==> src/rtl/dock_flags_pkg.sv <==
package dock_flags_pkg;
  localparam int NUM_FLAGS = 3;               // index 0 = A, 1 = B, 2 = C
  localparam int NUM_USER  = 2;               // A and B are user-writable
  localparam int LIT_W     = 2 * NUM_FLAGS;   // true and complement per flag
  localparam int PAY_W     = NUM_USER * LIT_W;
  localparam int PRED_W    = 3;

  typedef logic [NUM_FLAGS-1:0] flag_vec_t;
  typedef logic [LIT_W-1:0]     lit_vec_t;

  typedef enum logic [PRED_W-1:0] {
    PRED_A_LO  = 3'b000,
    PRED_A_HI  = 3'b001,
    PRED_B_LO  = 3'b010,
    PRED_B_HI  = 3'b011,
    PRED_C_LO  = 3'b100,
    PRED_C_HI  = 3'b101,
    PRED_LOOP  = 3'b110,
    PRED_ALWAYS = 3'b111
  } pred_e;

  // Literal vector, most significant first: A, ~A, B, ~B, C, ~C
  function automatic lit_vec_t make_literals(flag_vec_t f);
    lit_vec_t l;
    for (int i = 0; i < NUM_FLAGS; i++) begin
      l[LIT_W-1-2*i] = f[i];
      l[LIT_W-2-2*i] = ~f[i];
    end
    return l;
  endfunction
endpackage

==> src/rtl/dock_pred_eval.sv <==
module dock_pred_eval
  import dock_flags_pkg::*;
(
  input  logic [PRED_W-1:0] code,
  input  logic              loop_live,
  input  flag_vec_t         flags,
  output logic              pass
);
  logic tested;

  always_comb begin
    case (code[2:1])
      2'b00:   tested = flags[0];
      2'b01:   tested = flags[1];
      default: tested = flags[2];
    endcase
  end

  always_comb begin
    if (code == PRED_ALWAYS)     pass = 1'b1;
    else if (!loop_live)         pass = 1'b0;
    else if (code == PRED_LOOP)  pass = 1'b1;
    else                         pass = (tested == code[0]);
  end
endmodule

==> src/rtl/dock_user_flag_next.sv <==
module dock_user_flag_next
  import dock_flags_pkg::*;
(
  input  lit_vec_t  select,
  input  flag_vec_t old_flags,
  output logic      next_val
);
  lit_vec_t lits;

  always_comb begin
    lits     = make_literals(old_flags);
    next_val = |(select & lits);
  end
endmodule

==> src/rtl/dock_cflag_src.sv <==
module dock_cflag_src #(
  parameter bit OUTPUT_DOCK = 1'b0
) (
  input  logic move_en,
  input  logic di,
  input  logic ti,
  input  logic sig_bit,
  input  logic ship_bit,
  output logic load,
  output logic value
);
  generate
    if (OUTPUT_DOCK) begin : g_out
      always_comb begin
        load  = move_en && (di || ti);
        value = di ? ship_bit : sig_bit;
      end
    end else begin : g_in
      always_comb begin
        load  = move_en && (di || ti);
        value = sig_bit;
      end
    end
  endgenerate
endmodule

==> src/rtl/dock_flags.sv <==
module dock_flags
  import dock_flags_pkg::*;
#(
  parameter bit OUTPUT_DOCK = 1'b0
) (
  input  logic              clk,
  input  logic              rst_n,
  input  logic [PRED_W-1:0] pred_code,
  input  logic              olc_nonzero,
  output logic              pred_pass,
  input  logic              set_flags_en,
  input  logic [PAY_W-1:0]  flags_payload,
  input  logic              move_en,
  input  logic              move_di,
  input  logic              move_ti,
  input  logic              sig_bit,
  input  logic              ship_bit,
  output logic              flag_a,
  output logic              flag_b,
  output logic              flag_c
);
  flag_vec_t           flags_q;
  logic [NUM_USER-1:0] user_next;
  logic                c_load;
  logic                c_val;

  dock_pred_eval u_pred (
    .code      (pred_code),
    .loop_live (olc_nonzero),
    .flags     (flags_q),
    .pass      (pred_pass)
  );

  // One selection field per user flag; field 0 (A) sits in the upper bits
  for (genvar gi = 0; gi < NUM_USER; gi++) begin : g_user
    dock_user_flag_next u_next (
      .select    (flags_payload[PAY_W-1-gi*LIT_W -: LIT_W]),
      .old_flags (flags_q),
      .next_val  (user_next[gi])
    );
  end

  dock_cflag_src #(.OUTPUT_DOCK(OUTPUT_DOCK)) u_csrc (
    .move_en  (move_en),
    .di       (move_di),
    .ti       (move_ti),
    .sig_bit  (sig_bit),
    .ship_bit (ship_bit),
    .load     (c_load),
    .value    (c_val)
  );

  always_ff @(posedge clk) begin
    if (!rst_n) begin
      flags_q <= '0;
    end else begin
      if (set_flags_en) flags_q[NUM_USER-1:0] <= user_next;
      if (c_load)       flags_q[2]            <= c_val;
    end
  end

  assign flag_a = flags_q[0];
  assign flag_b = flags_q[1];
  assign flag_c = flags_q[2];

  assert_reset_clear_R1: assert property (@(posedge clk)
    !rst_n |=> (!flag_a && !flag_b && !flag_c));

  assert_always_pass_R4: assert property (@(posedge clk) disable iff (!rst_n)
    (pred_code == 3'b111) |-> pred_pass);

  assert_loop_zero_blocks_R3: assert property (@(posedge clk) disable iff (!rst_n)
    (!olc_nonzero && pred_code != 3'b111) |-> !pred_pass);

  assert_user_hold_R7: assert property (@(posedge clk) disable iff (!rst_n)
    !set_flags_en |=> (flag_a == $past(flag_a) && flag_b == $past(flag_b)));

  assert_c_hold_R10: assert property (@(posedge clk) disable iff (!rst_n)
    (!move_en || (!move_di && !move_ti)) |=> (flag_c == $past(flag_c)));

  generate
    if (OUTPUT_DOCK) begin : g_chk_out
      assert_c_from_ship_R9: assert property (@(posedge clk) disable iff (!rst_n)
        (move_en && move_di) |=> (flag_c == $past(ship_bit)));
    end else begin : g_chk_in
      assert_c_from_signal_R8: assert property (@(posedge clk) disable iff (!rst_n)
        (move_en && (move_di || move_ti)) |=> (flag_c == $past(sig_bit)));
    end
  endgenerate
endmodule

==> config.mk <==
export PLATFORM = sky130hd
export DESIGN_NAME = dock_flags
export DESIGN_NICKNAME = d
export VERILOG_FILES = /design/src/rtl/dock_flags_pkg.sv /design/src/rtl/dock_pred_eval.sv /design/src/rtl/dock_user_flag_next.sv /design/src/rtl/dock_cflag_src.sv /design/src/rtl/dock_flags.sv
export SDC_FILE = /design/constraint.sdc
export NUM_CORES = 1
export LEC_CHECK = 0
export ABC_AREA = 0
export BUFFER_PORTS_ARGS = -buffer_cell sky130_fd_sc_hd__buf_4
export CAP_MARGIN = 20
export CORE_AREA = 3 3 40 42
export CTS_CLUSTER_SIZE = 8
export DETAILED_ROUTE_END_ITERATION = 6
export DIE_AREA = 0 0 43 45
export PLACE_DENSITY = 0.61
export SYNTH_ARGS = -nofsm -noshare
export SYNTH_HDL_FRONTEND = slang
export SYNTH_HIERARCHICAL = 1
export SYNTH_SLANG_ARGS = --single-unit
==> constraint.sdc <==
create_clock -name clk -period 1.2 [get_ports clk]
set_input_delay 0.18 -clock clk [delete_from_list [all_inputs] [get_ports clk]]
set_output_delay 0.18 -clock clk [all_outputs]
set_load 0.005 [all_outputs]
==> reports/metrics.cfg, run 1 <==
[floorplan]
dieArea_um2=1940
die_h_um=45
die_w_um=43
start_util_pct=19.7
rows=13
pin_count=28
design.core.area_um2=1280

[synth]
syn_area_per_cell_um2=9.03
ys_seq_area_share_pct=23.8
synth_cell_types=12
synth_area_um2=253
synth_nets=52
synthCells=28
yosysTopAreaCell=mux2i_1
ys_ff_latch=3
yosysTopAreaCellShare_pct=39.6
ys_warn_count=6
netlist_top_cells_area=mux2i_1, dfxtp_1, nor2b_1, nand3_1, a21o_2

[place]
io_buffers=26
gp_congestion=0.646
dpl_worst_slack_ns=0.0815

[sta]
finalCritPeriodShare_pct=109
tightest_slew_ns=0.245
setup_tns_ns=-0.113
hold_ws_ns=0.162
setup_ws_ns=-0.113
max_slew_margin_pct=83.6
rsz0062_at_grt=yes
maxClockFrequency_ghz=0.761
fin_crit_ns=1.31
finalSetupViolations=1
skew_ns=0.00201
hold_violations=0
slew_violations=0

[detailed_routing]
ant_nets=0
vias=336
drt_iter0_markers=1
wl_per_cell_um=10.3
drt-pass1-iter-count=2
vias_per_cell=4.36
drc=0
wirelength_um=790

[pwr]
swShare_pct=26.0
cell_internal_pwr_uw=341
leakagePower_nw=0.269
power_frac_comb_pct=33.6
pwr-share-clk_pct=41.4
power_frac_seq_pct=25.1
p_sw_uw=120
ir_worst_vdd_v=0.000631
powerDensity_nw_per_um2=864

[grt]
grt_use_total_pct=8.31
globalRouteOverflowTotal=0
antenna_found_initial=0
grt_pass1_wl_um=1080
grt_pass1_vias=284
grt_max_degree=7

[outcome]
status=finished, violations left
violations=setup timing

[final_layout]
diodes=0
syn2layout_area_growth_pct=111
drive_gt1_share_pct=62.9
top_register=flags_q
largest_reg_flops=3
fin_nets=87
top_regs=flags_q: 3 flops
fin_util_pct=41.5

[cts]
clock_sink_count=3
worstSkewPairLatency_ns=0.24
cts_tree=yes
cts_hold_buf=0
cts_root_buf=clkbuf_4
htreeDepth=1
ctsLongestPathBuffers=2
cts_buffers=3
clkTransAtPathRegs_ns=0.04

[setup_path]
worstSetupPathType=reg -> out
cp.required_ns=1.02
critPathCaptureType=primary output
crit_arrival_ns=1.13
ff2ff_path_depth=5
cp-start-kind=flip-flop
critPathMaxFanout=3

[worst_hold_path]
hold_path_class=in -> reg
whs_path_depth=2

[run]
cap_violations=0

==> metrics by stage <==
step | cells | total power, mW | cell area [um2]
after floorplan | 28 | 0.170 | 253
after global placement | 70 | 0.258 | 474
after detailed placement | 70 | 0.260 | 474
after CTS | 74 | 0.461 | 503
after global routing | 77 | 0.496 | 533
final | 77 | 0.461 | 533
==> per-layer routing <==
layer	part of all wire (%)	up-vias	global-route usage [%]
met1	33	146	6.71
li1	-	171	-
met3	12	5	6.37
met2	52	14	13.2
met4	3.2	0	7.23
met5	0	-	0
==> power by group through the flow <==
stage / Clock, mW / Combinational (mW) / Sequential (mW)
2_1_floorplan: 0 / 0.0486 / 0.122
3_3_place_gp: 0 / 0.140 / 0.118
3_5_place_dp: 0 / 0.141 / 0.118
4_1_cts: 0.201 / 0.142 / 0.118
5_1_grt: 0.211 / 0.169 / 0.116
6_report: 0.191 / 0.155 / 0.115
==> worst paths after layout <==
path | startpoint | to | slack [ns]
hold / removal | rst_n | flags_q[2] | 0.16
hold reg to reg | flags_q[1] | flags_q[1] | 0.65
setup / recovery | flags_q[0] | pred_pass | -0.11
setup reg to reg | flags_q[1] | flags_q[0] | 0.17
==> cells by family after synthesis <==
family                 synth area share (%)
buffers and inverters                  5.94
flip-flops                             23.8
multiplexers                           39.6
AND/OR/NAND/NOR                        13.4
AO/OA/AOI/OAI                          17.3
==> worst max-delay path: stages (launching register included) <==
cell and delay (ns):
dfxtp_2 0.34, mux2i_2 0.08, o32ai_1 0.24, o21ai_1 0.09, buf_4 0.14
==> cell usage after synthesis (all sizes together) <==
master / number
dfxtp: 3
a21o: 1
nor2b: 3
o21ai: 2
mux2i: 10
nand3: 3
o32ai: 1
buf: 1
inv: 2
a31o: 1
o21a: 1
==> repair_timing <==
item	CTS	global route
gates cloned	0	0
setup buffers	0	3
pin swaps	0	2
resized for setup	2	3
endpoints found under the setup margin	1	1
==> layout make-up <==
cell class              count  area, um2
flip-flops and latches      3       66.3
multi-input cells          22        181
fillers                   134        752
well taps                  15       18.8
repair buffers             31        233
clock buffers               4       26.3
inverters                   2       7.51
==> cells in the final DEF (no fill, tap or decap), drive strengths merged <==
cell type / instances
clkbuf: 4
o32ai: 1
o21a: 1
buf: 31
inv: 2
mux2i: 10
a31o: 1
a21o: 1
dfxtp: 3
o21ai: 2
nor2b: 3
nand3: 3
No activity file was read; power rests on OpenSTA's default activity.
==> run 2, diff against run 1 <==
--- a/config.mk
+++ b/config.mk
@@ -15,5 +15,4 @@
 export PLACE_DENSITY = 0.61
 export SYNTH_ARGS = -nofsm -noshare
 export SYNTH_HDL_FRONTEND = slang
-export SYNTH_HIERARCHICAL = 1
 export SYNTH_SLANG_ARGS = --single-unit
==> run 2 against run 1 <==
  * The run still ends with setup timing left
  * Area after synthesis increased by 1.5%
  * Design area increased by 4.5%
  * Hold slack improved by 0.020 ns
  * Global-route usage increased by 0.17 points
  * Critical path depth unchanged
  * Setup slack improved by 0.052 ns
  * Synthesized cell count increased by 3.6%
  * Non-clock buffer count unchanged
  * Clock power decreased by 6%
==> reports/metrics.cfg, run 2 <==
[synth]
synthCells=29  ; +3.6%
synth_area_um2=256  ; +1.5%
synth_cell_types=15  ; +3
synth_compound_area_share_pct=19.5  ; +2.2 points
syn_area_per_cell_um2=8.84  ; -2.0%
synth_edf_count=0  ; unchanged
ys_ff_latch=3  ; unchanged
synth_xor_area_share_pct=0  ; unchanged
ys_warn_count=0  ; -6
yosysTopAreaCellShare_pct=23.4  ; -16 points
synthSimpleGateAreaFrac_pct=25.9  ; +12 points
async_flop_share_pct=0  ; unchanged
synth_commonest_cells=o21ai_0, dfxtp_1
ys_seq_area_share_pct=23.4  ; -0.35 points
synth_fa_ha_area_share_pct=0  ; unchanged
synth_nets=53  ; +1.9%
synth-main-ff-cell=dfxtp_1
netlist_top_cells_area=dfxtp_1, mux2_4, nor4_2, o21ai_0, mux2_2
yosys-mux-area-fraction_pct=28.3  ; -11 points
synth_top_family_by_area=multiplexers
synthMostInstantiatedCell=o21ai_0
yosysTopAreaCell=dfxtp_1

[floorplan]
rows=13  ; unchanged
die_h_um=45  ; unchanged
design.core.area_um2=1280  ; unchanged
start_util_pct=20.0  ; +0.29 points
dieArea_um2=1940  ; unchanged
pin_count=28  ; unchanged
die_w_um=43  ; unchanged

[final_layout]
top_register=flags_q
diodes=0  ; unchanged
largest_reg_flops=3  ; unchanged
syn2layout_area_growth_pct=117
final_common_cell=buf_4
most-common-layout-cells=buf_4, o21ai_0, clkbuf_4, dfxtp_2
fin_nets=89  ; +2.3%
drive_gt1_share_pct=71.9  ; +9.0 points
top_regs=flags_q: 3 flops

[setup_path]
reg2reg_to=flags_q[1]
critPathMaxFanout=2  ; -1
ff2ff_path_depth=4  ; -1
rrSetupSlack_ns=0.01  ; -0.16 ns
crit_arrival_ns=1.08  ; -0.05 ns
cp-start-kind=flip-flop
worstSetupPathType=reg -> out
cp.required_ns=1.02  ; about the same
critPathCaptureType=primary output
reg2reg_from=flags_q[0]
critPathLaunch=flags_q[0]

[grt]
grt_use_total_pct=8.49  ; +0.17 points
antenna_found_initial=0  ; unchanged
globalRouteOverflowTotal=0  ; unchanged
grt_pass1_vias=330  ; +16%
grt_pass1_wl_um=1180  ; +8.9%
grt_max_degree=6  ; -1

[place]
io_buffers=26  ; unchanged
gp_congestion=0.644  ; -0.25%

[sta]
skew_ns=0.00251  ; +0.000504 ns
fin_crit_ns=1.26  ; -0.0517 ns
slew_violations=0  ; unchanged
finalCritPeriodShare_pct=105  ; -4.3 points
rsz0062_at_grt=yes
maxClockFrequency_ghz=0.793  ; +4.1%
hold_violations=0  ; unchanged
finalSetupViolations=1  ; unchanged
setup_ws_ns=-0.0615  ; +0.0517 ns
hold_ws_ns=0.182  ; +0.0205 ns
tightest_slew_ns=0.228  ; -0.0175 ns
max_slew_margin_pct=84.7  ; +1.1 points
setup_tns_ns=-0.0615  ; +0.0517 ns

[detailed_routing]
drt_iter0_markers=0  ; -1
drc=0  ; unchanged
met1_length_um=311  ; +21%
ant_nets=0  ; unchanged
wirelength_um=788  ; -0.25%
routed.top_layer=met3
vias=359  ; +6.8%
wl_met2_um=358  ; -13%
drt-pass1-iter-count=1  ; -1
wl_per_cell_um=9.97  ; -2.8%
met3_length_um=119  ; +23%
vias_per_cell=4.54  ; +4.1%

[pwr]
total_power_uw=464  ; +0.85%
ir_worst_vdd_v=0.000277  ; -56%
power_frac_comb_pct=36.4  ; +2.8 points
cell_internal_pwr_uw=346  ; +1.5%
p_sw_uw=119  ; -0.90%
power_frac_seq_pct=25.1  ; about the same
powerDensity_nw_per_um2=834  ; -3.5%
pwr-share-clk_pct=38.5  ; -2.9 points
leakagePower_nw=0.267  ; -0.98%
swShare_pct=25.5  ; -0.45 points

[cts]
htreeDepth=1  ; unchanged
worstSkewPairLatency_ns=0.23  ; about the same
cts_hold_buf=0  ; unchanged
clkTransAtPathRegs_ns=0.04  ; about the same
cts_tree=yes
ctsLongestPathBuffers=2  ; unchanged
cts_root_buf=clkbuf_4
cts_buffers=3  ; unchanged
clock_sink_count=3  ; unchanged

[run]
cap_violations=0  ; unchanged

[worst_hold_path]
whs_path_depth=2  ; unchanged
holdPathEnd=flags_q[2]
hold_path_class=in -> reg
hold_start=rst_n

[outcome]
status=finished, violations left
violations=setup timing

[run 2: worst max-delay path by stage]
| stage | to | depth (start not counted) |
|---|---|---|
| detailed placement | pred_pass | 4 |
| floorplan | flags_q[0] | 3 |
| finish | pred_pass | 4 |
| global placement | pred_pass | 4 |
| global route | pred_pass | 4 |
| CTS | pred_pass | 4 |
[run 2: cells by family (layout without fill, tap and decap cells)]
logic type,Yosys count,after routing
and+or+nand+nor,10,10
AOI/OAI and AO/OA,8,8
muxes,6,6
DFF,3,3
buffers and inverters,2,37
[run 2: timing repair]
item / 4_1_cts / 5_1_grt
hold endpoints to repair: 0 / 0
resized for setup: 3 / 5
cloned: 0 / 0
setup buffers: 2 / 0
pin swaps: 2 / 1
setup endpoints to repair: 1 / 3
[run 2: worst max-delay path: stages (launching register included)]
cell	delay (ns)
dfxtp_2	0.32
mux2i_2	0.07
a31o_2	0.20
o21ai_1	0.13
buf_4	0.12
[run 2: layer usage]
| metal | vias up | global-route usage (%) |
|---|---|---|
| li1 | 182 | - |
| met1 | 155 | 9.86 |
| met2 | 22 | 12.0 |
| met3 | 0 | 3.59 |
| met4 | 0 | 7.23 |
| met5 | - | 0 |
[run 2: power groups by stage]
stage,clock network (mW),registers [mW],logic [mW]
after global placement,0,0.119,0.146
after global routing,0.187,0.118,0.186
after CTS,0.188,0.115,0.162
after detailed placement,0,0.120,0.149
after floorplan,0,0.121,0.0507
final,0.179,0.116,0.169
[run 2: per-stage QoR]
stage                     area, um2  utilization [%]  setup slack (ns)  instances
after floorplan                 256                -            0.0508         29
after global placement          493             38.4            0.0120         73
after detailed placement        493             38.4           -0.0201         73
after CTS                       537             41.8           -0.0959         79
after global routing            557             43.3            -0.106         79
final                           557             43.3           -0.0615         79
[run 2: area by class of cell]
class                   instances  area (um2)
multi-input cells              24         208
inverters                       2        7.51
clock buffers                   4        26.3
fillers                       141         728
well taps                      15        18.8
repair buffers                 31         233
flip-flops and latches          3        63.8
